**config.mk**
```make
export PLATFORM = sky130hd
export DESIGN_NAME = mw_eeprom
export DESIGN_NICKNAME = d
export VERILOG_FILES = /design/src/rtl/mw_pkg.sv /design/src/rtl/mw_timer.sv /design/src/rtl/mw_array.sv /design/src/rtl/mw_frame.sv /design/src/rtl/mw_eeprom.sv
export SDC_FILE = /design/constraint.sdc
export NUM_CORES = 2
export LEC_CHECK = 0
export ABC_AREA = 0
export BUFFER_PORTS_ARGS = -buffer_cell sky130_fd_sc_hd__buf_2
export CAP_MARGIN = 30
export CELL_PAD_IN_SITES_DETAIL_PLACEMENT = 2
export CELL_PAD_IN_SITES_GLOBAL_PLACEMENT = 2
export CORE_ASPECT_RATIO = 0.9
export CORE_MARGIN = 4
export CORE_UTILIZATION = 40
export DETAILED_ROUTE_END_ITERATION = 10
export PLACE_DENSITY_LB_ADDON = 0.1
export SLEW_MARGIN = 20
export SYNTH_ARGS = -nofsm -noshare
export SYNTH_HDL_FRONTEND = slang
export SYNTH_HIERARCHICAL = 1
export SYNTH_SLANG_ARGS = --single-unit
```
**constraint.sdc**
```tcl
create_clock -name clk -period 4.1 [get_ports clk]
set_input_delay 0.205 -clock clk [delete_from_list [all_inputs] [get_ports clk]]
set_output_delay 0.205 -clock clk [all_outputs]
set_load 0.02 [all_outputs]
```
**src/rtl/mw_pkg.sv**
```systemverilog
package mw_pkg;

    localparam int MW_BW = 8;
    localparam int MW_DW = 16;

    typedef enum logic [3:0] {
        S_IDLE  = 4'd0,
        S_OPC   = 4'd1,
        S_ADDR  = 4'd2,
        S_EXTRA = 4'd3,
        S_WDATA = 4'd4,
        S_WHOLD = 4'd5,
        S_EHOLD = 4'd6,
        S_READ  = 4'd7,
        S_SKIP  = 4'd8
    } mw_state_e;

    localparam logic [1:0] OPC_CTL = 2'b00;
    localparam logic [1:0] OPC_WR  = 2'b01;
    localparam logic [1:0] OPC_RD  = 2'b10;

    localparam logic [1:0] SUB_DIS = 2'b00;
    localparam logic [1:0] SUB_ERA = 2'b10;
    localparam logic [1:0] SUB_EN  = 2'b11;

endpackage

```
**src/rtl/mw_timer.sv**
```systemverilog
module mw_timer #(
    parameter int PROG_CYCLES = 300000
) (
    input  logic clk,
    input  logic rst_n,
    input  logic start,
    output logic busy,
    output logic done
);
    localparam int CW = $clog2(PROG_CYCLES + 1);

    logic [CW-1:0] cnt_d, cnt_q;

    always_comb begin
        cnt_d = cnt_q;
        if (start) begin
            cnt_d = CW'(PROG_CYCLES);
        end else if (cnt_q != '0) begin
            cnt_d = cnt_q - 1'b1;
        end
    end

    always_ff @(posedge clk) begin
        if (!rst_n) begin
            cnt_q <= '0;
        end else begin
            cnt_q <= cnt_d;
        end
    end

    assign busy = (cnt_q != '0);
    assign done = (cnt_q == CW'(1));

endmodule

```
**src/rtl/mw_array.sv**
```systemverilog
module mw_array
    import mw_pkg::*;
#(
    parameter int BYTES = 128
) (
    input  logic                     clk,
    input  logic                     rst_n,
    input  logic                     org16,
    input  logic [$clog2(BYTES)-1:0] rd_addr,
    output logic [MW_DW-1:0]         rd_word,
    input  logic                     wr_go,
    input  logic [$clog2(BYTES)-1:0] wr_addr,
    input  logic [MW_DW-1:0]         wr_data,
    input  logic                     era_go
);
    localparam int AW8 = $clog2(BYTES);

    logic [MW_BW-1:0] mem_d [BYTES];
    logic [MW_BW-1:0] mem_q [BYTES];

    logic [AW8-1:0] rd_hi, rd_lo, wr_hi, wr_lo;

    assign rd_hi = {rd_addr[AW8-2:0], 1'b0};
    assign rd_lo = {rd_addr[AW8-2:0], 1'b1};
    assign wr_hi = {wr_addr[AW8-2:0], 1'b0};
    assign wr_lo = {wr_addr[AW8-2:0], 1'b1};

    always_comb begin
        for (int i = 0; i < BYTES; i++) begin
            mem_d[i] = era_go ? {MW_BW{1'b1}} : mem_q[i];
        end
        if (wr_go && !era_go) begin
            if (org16) begin
                mem_d[wr_hi] = wr_data[MW_DW-1:MW_BW];
                mem_d[wr_lo] = wr_data[MW_BW-1:0];
            end else begin
                mem_d[wr_addr] = wr_data[MW_BW-1:0];
            end
        end
    end

    always_ff @(posedge clk) begin
        if (!rst_n) begin
            for (int i = 0; i < BYTES; i++) begin
                mem_q[i] <= {MW_BW{1'b1}};
            end
        end else begin
            for (int i = 0; i < BYTES; i++) begin
                mem_q[i] <= mem_d[i];
            end
        end
    end

    assign rd_word = org16 ? {mem_q[rd_hi], mem_q[rd_lo]}
                           : {mem_q[rd_addr], {MW_BW{1'b0}}};

endmodule

```
**src/rtl/mw_frame.sv**
```systemverilog
module mw_frame
    import mw_pkg::*;
#(
    parameter int AW8 = 7
) (
    input  logic               clk,
    input  logic               rst_n,
    input  logic               org16,
    input  logic               ext_ops,
    input  logic               cs,
    input  logic               sk,
    input  logic               sdi,
    input  logic               busy,
    input  logic               done,
    input  logic [MW_DW-1:0]   rd_word,
    output logic [AW8-1:0]     rd_addr,
    output logic               wr_go,
    output logic               era_go,
    output logic [AW8-1:0]     wr_addr,
    output logic [MW_DW-1:0]   wr_data,
    output logic               ewen,
    output logic               ready,
    output logic               rd_active,
    output logic               rd_bit,
    output logic               idle
);
    localparam int CNTW = $clog2(MW_DW) + 1;
    localparam logic [CNTW-1:0] AWM1_B = CNTW'(AW8 - 1);
    localparam logic [CNTW-1:0] AWM1_W = CNTW'(AW8 - 2);
    localparam logic [CNTW-1:0] DWM1_B = CNTW'(MW_BW - 1);
    localparam logic [CNTW-1:0] DWM1_W = CNTW'(MW_DW - 1);
    localparam logic [AW8-1:0]  MASK_W = {1'b0, {(AW8-1){1'b1}}};

    typedef struct packed {
        mw_state_e        st;
        logic [CNTW-1:0]  cnt;
        logic [1:0]       opc;
        logic [AW8-1:0]   addr;
        logic [MW_DW-1:0] sh;
        logic             ewen;
        logic             ready;
        logic             dummy;
        logic             ld;
        logic             sk;
        logic             cs;
    } frame_t;

    frame_t q, n;

    logic           sk_rise, cs_fall, do_ctl;
    logic [CNTW-1:0] aw_m1, dw_m1;
    logic [AW8-1:0] a_in, a_nx;
    logic [1:0]     sub_in, sub_q, sub_sel;

    always_comb begin
        sk_rise = sk & ~q.sk;
        cs_fall = q.cs & ~cs;
        aw_m1   = org16 ? AWM1_W : AWM1_B;
        dw_m1   = org16 ? DWM1_W : DWM1_B;
        a_in    = {q.addr[AW8-2:0], sdi};
        a_nx    = q.addr + 1'b1;
        if (org16) begin
            a_in = a_in & MASK_W;
            a_nx = a_nx & MASK_W;
        end
        sub_in  = org16 ? a_in[AW8-2 -: 2] : a_in[AW8-1 -: 2];
        sub_q   = org16 ? q.addr[AW8-2 -: 2] : q.addr[AW8-1 -: 2];
        sub_sel = (q.st == S_EXTRA) ? sub_q : sub_in;

        n      = q;
        n.sk   = sk;
        n.cs   = cs;
        wr_go  = 1'b0;
        era_go = 1'b0;
        do_ctl = 1'b0;

        if (done) begin
            n.ready = 1'b1;
        end
        if (q.ld) begin
            n.sh = rd_word;
            n.ld = 1'b0;
        end

        if (!cs) begin
            n.st    = S_IDLE;
            n.cnt   = '0;
            n.dummy = 1'b0;
            n.ld    = 1'b0;
            if (cs_fall && q.ewen) begin
                wr_go  = (q.st == S_WHOLD);
                era_go = (q.st == S_EHOLD);
            end
        end else if (sk_rise) begin
            case (q.st)
                S_IDLE: begin
                    if (!busy && sdi) begin
                        n.st    = S_OPC;
                        n.cnt   = '0;
                        n.ready = 1'b0;
                    end
                end
                S_OPC: begin
                    n.opc = {q.opc[0], sdi};
                    if (q.cnt == CNTW'(1)) begin
                        n.st  = S_ADDR;
                        n.cnt = '0;
                    end else begin
                        n.cnt = q.cnt + 1'b1;
                    end
                end
                S_ADDR: begin
                    n.addr = a_in;
                    if (q.cnt == aw_m1) begin
                        n.cnt = '0;
                        case (q.opc)
                            OPC_RD: begin
                                n.st    = S_READ;
                                n.dummy = 1'b1;
                                n.ld    = 1'b1;
                            end
                            OPC_WR:  n.st = S_WDATA;
                            OPC_CTL: begin
                                if (ext_ops) begin
                                    n.st = S_EXTRA;
                                end else begin
                                    do_ctl = 1'b1;
                                end
                            end
                            default: n.st = S_SKIP;
                        endcase
                    end else begin
                        n.cnt = q.cnt + 1'b1;
                    end
                end
                S_EXTRA: begin
                    if (q.cnt == CNTW'(1)) begin
                        do_ctl = 1'b1;
                    end else begin
                        n.cnt = q.cnt + 1'b1;
                    end
                end
                S_WDATA: begin
                    n.sh = {q.sh[MW_DW-2:0], sdi};
                    if (q.cnt == dw_m1) begin
                        n.st = S_WHOLD;
                    end else begin
                        n.cnt = q.cnt + 1'b1;
                    end
                end
                S_READ: begin
                    if (q.dummy) begin
                        n.dummy = 1'b0;
                    end else if (q.cnt == dw_m1) begin
                        n.cnt  = '0;
                        n.addr = a_nx;
                        n.ld   = 1'b1;
                    end else begin
                        n.sh  = {q.sh[MW_DW-2:0], 1'b0};
                        n.cnt = q.cnt + 1'b1;
                    end
                end
                default: ;
            endcase

            if (do_ctl) begin
                n.st = S_SKIP;
                case (sub_sel)
                    SUB_EN:  n.ewen = 1'b1;
                    SUB_DIS: n.ewen = 1'b0;
                    SUB_ERA: n.st   = S_EHOLD;
                    default: ;
                endcase
            end
        end
    end

    always_ff @(posedge clk) begin
        if (!rst_n) begin
            q <= '0;
        end else begin
            q <= n;
        end
    end

    assign rd_addr   = q.addr;
    assign wr_addr   = q.addr;
    assign wr_data   = org16 ? q.sh : {{(MW_DW-MW_BW){1'b0}}, q.sh[MW_BW-1:0]};
    assign ewen      = q.ewen;
    assign ready     = q.ready;
    assign rd_active = (q.st == S_READ);
    assign rd_bit    = q.dummy ? 1'b0 : q.sh[MW_DW-1];
    assign idle      = (q.st == S_IDLE);

endmodule

```
**src/rtl/mw_eeprom.sv**
```systemverilog
module mw_eeprom
    import mw_pkg::*;
#(
    parameter int MEM_BYTES   = 128,
    parameter int PROG_CYCLES = 300000
) (
    input  logic clk,
    input  logic rst_n,
    input  logic org16,
    input  logic ext_ops,
    input  logic cs,
    input  logic sk,
    input  logic sdi,
    output logic sdo
);
    localparam int AW8 = $clog2(MEM_BYTES);

    logic [MW_DW-1:0] rd_word, wr_data;
    logic [AW8-1:0]   rd_addr, wr_addr;
    logic             wr_go, era_go, ewen, ready, rd_active, rd_bit, fr_idle;
    logic             prog_busy, prog_done;

    mw_frame #(.AW8(AW8)) u_frame (
        .clk      (clk),
        .rst_n    (rst_n),
        .org16    (org16),
        .ext_ops  (ext_ops),
        .cs       (cs),
        .sk       (sk),
        .sdi      (sdi),
        .busy     (prog_busy),
        .done     (prog_done),
        .rd_word  (rd_word),
        .rd_addr  (rd_addr),
        .wr_go    (wr_go),
        .era_go   (era_go),
        .wr_addr  (wr_addr),
        .wr_data  (wr_data),
        .ewen     (ewen),
        .ready    (ready),
        .rd_active(rd_active),
        .rd_bit   (rd_bit),
        .idle     (fr_idle)
    );

    mw_array #(.BYTES(MEM_BYTES)) u_array (
        .clk    (clk),
        .rst_n  (rst_n),
        .org16  (org16),
        .rd_addr(rd_addr),
        .rd_word(rd_word),
        .wr_go  (wr_go),
        .wr_addr(wr_addr),
        .wr_data(wr_data),
        .era_go (era_go)
    );

    mw_timer #(.PROG_CYCLES(PROG_CYCLES)) u_timer (
        .clk  (clk),
        .rst_n(rst_n),
        .start(wr_go | era_go),
        .busy (prog_busy),
        .done (prog_done)
    );

    assign sdo = prog_busy ? 1'b0 : (rd_active ? rd_bit : ready);

endmodule

```
; ---- Word-level counts from Yosys, hierarchy flattened
; Memory sizes are Yosys's and may differ from the RTL's. A register that Yosys moved wholly into a read port is not among the register bits.
; Index checks and enable logic that the tools add are counted.
[classes]
n_mux = 334
multipliers = 0
n_reduce_logical = 26
eq_ne = 27
n_bitwise = 137
n_div = 0
add_sub_neg = 3
n_lt_le_gt_ge = 6
shifts = 0
[op_table]
columns = op, n
row1 = $bwmux 1024, 3
row2 = $mux 8, 259
row3 = $mux 1024, 2
row4 = $demux 8 s7, 3
row5 = $or 1x1->1, 129
row6 = $mux 16, 4
row7 = $mux 7, 9
row8 = $mux 19, 2
row9 = $pmux 16 s2, 1
row10 = $mux 5, 6
row11 = $pmux 5 s6, 1
row12 = $mux 4, 7
row13 = $ge 8x8->1 const B, 3
row14 = $lt 8x1->1 const B, 3
row15 = $not 7->8, 3
row16 = $mux 23, 1
row17 = $mux 1, 21
row18 = $mux 20, 1
row19 = $eq 19x1->1 const B, 1
row20 = $reduce_bool 19->1, 1
row21 = $sub 19x1->19 const B, 1
row22 = $mux 18, 1
row23 = $eq 4x3->1 const B, 4
row24 = $pmux 4 s4, 1
row25 = 35 further kinds, 66
[totals]
romBits = 0
input_bits = 7
regBits = 59
memories = 1
word_cells = 547
latchBits = 0
mem_bits_rw = 1024
[memory_table]
columns = memory, depth, word_bits, read_ports, rd_ports_with_merged_regs, write_ports, line
row1 = u_array.mem_q, 128, 8, 131, 3, 128, mw_array.sv:19  ; logic [MW_BW-1:0] mem_q [BYTES];

; ---- Logic depth before layout (Yosys ltp)
[logic_depth]
depth_word = 11
depth_mapped = 16

; ---- Hierarchy
; Netlist, hierarchy kept.
[by_module_without_submodules]
columns = mod, n_inst, area_per_inst_um2, cells_each
row1 = mw_array, 1, 61641.6, 7099
row2 = mw_frame, 1, 2671.3, 320
row3 = mw_timer, 1, 1077.3, 127
row4 = mw_eeprom, 1, 20.0, 3

; ---- Least setup slack after synthesis
; No wires, ideal clock.
[synth_timing]
path_type = register to register
startpoint = reg u_frame/rd_addr[0] (netlist name)
endpoint = reg u_frame/q[6] (netlist bit)
synth_period_minus_slack_ps = 3387
t_arrival_ps = 3260
required_time_ps = 3972
stages_incl_launch_ff = 11
setup_time_ps = 128
path_buffers = 3
slack_ps = 713
path_cell_list = dfxtp_1 -> buf_4 -> buf_4 -> buf_1 -> mux4_2 -> mux4_2 -> mux4_2 -> and2_1 -> mux2_2 -> a32oi_1 -> nor2_1
[synth_rtl]
columns = element, line
row1 = to (signal assigned), mw_frame.sv:182  ; q <= n;
row2 = to (decl), mw_frame.sv:48  ; frame_t q, n;

==> results.txt <==
The final cell utilization of the core is 45.7%. The fmax is 242 MHz. The final worst clock skew is 0.0554 ns. For this run, the slowest stage of the critical path takes 0.86 ns. The number of antenna violations at the first check in global routing came out at 76. The all-layer global routing usage came out at 50.0%. The routability congestion estimate from global placement is 1.09. The cell total after placement came out at 9377. The count of mapped cells out of synthesis came out at 7549. Setup repair after global routing left no endpoint under its margin. Dividing the detail-routed wire length by the instance count gives 45.3 um. The net total in the final layout came out at 7413.

The clock insertion delay at the later pin of the skew report is 0.84 ns. The count of filler cells inserted in the layout is 17600. The count of flip-flops with a built-in enable after synthesis is 0. The dominant register cell in the synthesized netlist is sky130_fd_sc_hd__dfxtp_1. The clock tree from TritonCTS is yes. The synthesized design contains 1083 register bits. The proportion of synthesized flip-flops having asynchronous set or reset came out at 0%. The number of violations of the max-capacitance limit is 0.

The cell area after placement is 69400 um2. During synthesis, Yosys emitted a total of 6 warnings. STA classifies the critical path startpoint as a flip-flop. The signal on the critical path passes through buf_12 -> buf_4 -> mux4_2 -> nor2_1 -> o311ai_0 -> a21oi_1 -> nor3_1 -> a211o_1 -> mux2i_1 -> a211oi_1.

The overall die area is 170000 um2. The share of the synthesized area in the top cell type came out at 33.1%. The largest net degree at the start of global routing came out at 223. The number of buffers created by CTS is 133.

The clock transition at the registers of the reported paths is 0.06 ns. CTS placed an instance of sky130_fd_sc_hd__clkbuf_16 at the clock tree root. The number of rows created at floorplan is 140. The post-detailed-route via-to-cell ratio is 7.86. STA classifies the critical path endpoint as a flip-flop.

For this run, design rule violations remaining after detail routing come to 0. Hold repair after CTS inserted 8 buffers. The routed design has 439000 um of wire.

In this run, the number of DRC markers left after iteration 0 of detailed routing was 12800. In this run the count of I/O pins placed on the die edge is 8. The share of the yosys chip area belonging to registers is 33.1%. In this run the post-CTS setup repair buffer count came out at 0. The fraction of layout instances using a drive strength above 1 came out at 18.3%. The summed negative setup slack over all endpoints is -0.0405 ns. The first global-routing pass estimated 601000 um of wire.

The checks that failed: setup timing. The final antenna-violating net count is 0. The max-slew violation count is 0. The total clock sinks is 1083. The peak supply drop came out at 0.291 mV. The multi-input combinational cells in the finished layout cover a total of 40300 um2.

The post-CTS resize count is 0. The number of hold-slack violations in the final timing report came out at 0. Of all nets on the critical path, the largest fanout is 43. The total power is 24.6 mW.

Measured along the x axis, the die boundary spans 434 um. The cell with the largest stage delay on the worst path is sky130_fd_sc_hd__nor3_1. The number of cells in the finished layout apart from fillers came out at 9693. The via count of the first global-routing pass is 73500. After synthesis, the mean cell area works out to 8.66 um2. The arrival time at the worst endpoint came out at 4.89 ns. For the pin with the worst max-slew slack, the measured transition is 1.37 ns. Across all setup checks in the final design, the least slack found is -0.0405 ns. The leftover overflow at the end of global routing is 0. The depth of the CTS H-tree is 4. The final cell area excluding filler cells is 74200 um2. The critical path class is flip-flop to flip-flop.

Dividing total power by cell area gives a power density of 332 nW/um2. The placed wire-length estimate is 311000 um. The worst relative slew slack is 8.67%.

The area of all sequential standard cells is 21700 um2. After synthesis the cells add up to 65400 um2. By area the synthesized netlist is led by sky130_fd_sc_hd__dfxtp_1 33%, sky130_fd_sc_hd__mux4_2 19%, sky130_fd_sc_hd__o21ai_0 7.7%. The number of detailed-route iterations in the first pass is 7. The shortest clock period the worst path allows after layout is 4.14 ns. The number of setup violations in the final report is 1. The required time of the critical path came out at 4.85 ns. The total area inside the core boundary comes to 162000 um2. The die boundary height came out at 392 um. The post-route clock period utilization is 101%. Counting distinct cell types in the post-synthesis netlist gives 90. The starting utilization of the core area is 40.3%.

The most area-hungry cell type in the Yosys netlist is sky130_fd_sc_hd__dfxtp_1. Across all layers, the routed design uses 76200 vias. The area growth from synthesis to final layout came out at 13.4%. The run finished, with violations left.

The classification of the worst-slack hold path is primary input to flip-flop. The analysis attributes to cell leakage a power of 23.7 nW. The net count of the mapped netlist came out at 7567. The number of port buffers came out at 7. The maximum buffer depth of the clock tree came out at 3.
[synth_stat cells (13+ instances only)]
master and instances:
sky130_fd_sc_hd__buf_2 72, sky130_fd_sc_hd__a221oi_1 13, sky130_fd_sc_hd__nand4_1 40, sky130_fd_sc_hd__o21a_1 15, sky130_fd_sc_hd__inv_1 19, sky130_fd_sc_hd__nand3b_1 15
sky130_fd_sc_hd__a21oi_1 157, sky130_fd_sc_hd__o211ai_1 157, sky130_fd_sc_hd__o311ai_0 34, sky130_fd_sc_hd__and3_1 19, sky130_fd_sc_hd__o21ai_1 14, sky130_fd_sc_hd__o31ai_1 17
sky130_fd_sc_hd__nand3_1 229, sky130_fd_sc_hd__o21ai_0 1005, sky130_fd_sc_hd__buf_4 63, sky130_fd_sc_hd__o221ai_1 111, sky130_fd_sc_hd__mux4_2 548, sky130_fd_sc_hd__o22ai_1 206
sky130_fd_sc_hd__o2111ai_1 147, sky130_fd_sc_hd__nor2b_1 39, sky130_fd_sc_hd__a32oi_1 14, sky130_fd_sc_hd__nor3_1 592, sky130_fd_sc_hd__a31oi_1 23, sky130_fd_sc_hd__and2_1 74
sky130_fd_sc_hd__nand2b_1 27, sky130_fd_sc_hd__nor2_1 942, sky130_fd_sc_hd__mux2i_1 112, sky130_fd_sc_hd__a211oi_1 47, sky130_fd_sc_hd__dfxtp_1 1083, sky130_fd_sc_hd__a22oi_1 193
sky130_fd_sc_hd__o32ai_1 15, sky130_fd_sc_hd__nand2_1 557, sky130_fd_sc_hd__buf_1 47, sky130_fd_sc_hd__clkbuf_1 632, sky130_fd_sc_hd__a21o_1 29, sky130_fd_sc_hd__or2_2 14
sky130_fd_sc_hd__or3_1 44
[path summary, 6_finish.rpt]
kind	startpoint	to	slack, ns	cells after the start
setup reg to reg	u_frame/rd_addr[1]	u_frame/q[15]	-0.04	10
hold / removal	sk	u_frame/q[2]	0.32	4
hold reg to reg	u_array/mem_q[27][5]	u_array/mem_q[27][5]	0.51	2
setup / recovery	u_frame/rd_addr[1]	u_frame/q[15]	-0.04	10
[critical path, delay by kind of cell (launching register included)]
kind | cells | cell delay [ns]
AO/OA/AOI/OAI | 4 | 1.42
AND/OR/NAND/NOR | 2 | 0.91
buffers and inverters | 2 | 0.73
flip-flops | 1 | 0.58
multiplexers | 2 | 0.35
[cell type report]
cell class                 instances  share of cell area [%]
tap                             2130                    3.59
multi-input combinational       5623                    54.4
inverter                          26                   0.142
clock inverter                    36                   0.720
timing repair buffer             528                    6.25
clock buffer                     193                    5.33
antenna                           74                   0.250
sequential                      1083                    29.3
[per-stage QoR]
stage	worst slack, ns	hold WS, ns
2_1_floorplan	0.713	0.327
3_3_place_gp	0.429	0.447
3_5_place_dp	0.388	0.463
4_1_cts	0.366	0.277
5_1_grt	0.0536	0.319
6_report	-0.0405	0.323
[state kept, by name, indices dropped and copies added (netlist names)]
| register | cells |
|---|---|
| u_array/mem_q | 1024 |
| u_frame/ewen | 1 |
| u_frame/ready | 1 |
| u_frame/q | 31 |
| u_frame/rd_addr | 7 |
| u_timer/cnt_q | 19 |
[cells by family after synthesis]
logic type                 count (synthesis)  share of synthesized area [%]
buffers and inverters                    843                           5.37
DFF                                     1083                           33.1
muxes                                    672                           20.8
AOI/OAI and AO/OA                       2274                           22.0
xor gates and xnor gates                   2                         0.0268
adders and majority gates                 11                          0.210
and+or+nand+nor                         2664                           18.5
[routing by layer]
metal  GRT usage (%)  vias up  routed length, um
met5            1.47        -                586
li1                -    28500                  -
met1            61.5    39100             160000
met3            21.9     1935              63600
met4            33.6       34              36200
met2            70.3     6630             179000
[layout by cell type (no fill, tap or decap), types with 19 or more instances in the layout]
| cell type | n |
|---|---|
| sky130_fd_sc_hd__inv_1 | 19 |
| sky130_fd_sc_hd__clkbuf_8 | 23 |
| sky130_fd_sc_hd__or3_1 | 44 |
| sky130_fd_sc_hd__nor3_1 | 589 |
| sky130_fd_sc_hd__o311ai_0 | 34 |
| sky130_fd_sc_hd__o21ai_0 | 1005 |
| sky130_fd_sc_hd__nand4_1 | 40 |
| sky130_fd_sc_hd__nor2b_1 | 32 |
| sky130_fd_sc_hd__o2111ai_1 | 147 |
| sky130_fd_sc_hd__clkbuf_16 | 141 |
| sky130_fd_sc_hd__buf_4 | 458 |
| sky130_fd_sc_hd__mux2i_1 | 112 |
| sky130_fd_sc_hd__clkbuf_1 | 30 |
| sky130_fd_sc_hd__mux4_2 | 548 |
| sky130_fd_sc_hd__nand2b_1 | 26 |
| sky130_fd_sc_hd__dfxtp_1 | 1067 |
| sky130_fd_sc_hd__a22oi_1 | 193 |
| sky130_fd_sc_hd__a21oi_1 | 157 |
| sky130_fd_sc_hd__o211ai_1 | 157 |
| sky130_fd_sc_hd__nand3_1 | 229 |
| sky130_fd_sc_hd__diode_2 | 74 |
| sky130_fd_sc_hd__a21o_1 | 29 |
| sky130_fd_sc_hd__a31oi_1 | 23 |
| sky130_fd_sc_hd__nand2_1 | 557 |
| sky130_fd_sc_hd__nor2_1 | 937 |
| sky130_fd_sc_hd__and2_1 | 74 |
| sky130_fd_sc_hd__a211oi_1 | 47 |
| sky130_fd_sc_hd__o22ai_1 | 206 |
| sky130_fd_sc_hd__o221ai_1 | 111 |
| sky130_fd_sc_hd__buf_12 | 51 |
[power by group]
group	leakage [nW]	internal, mW	switching (mW)
combinational	12.7	0.382	0.866
clock	2.22	7.39	5.30
sequential	8.78	10.6	0.0970
total	23.7	18.4	6.26
(Power assumes the default switching activity.)
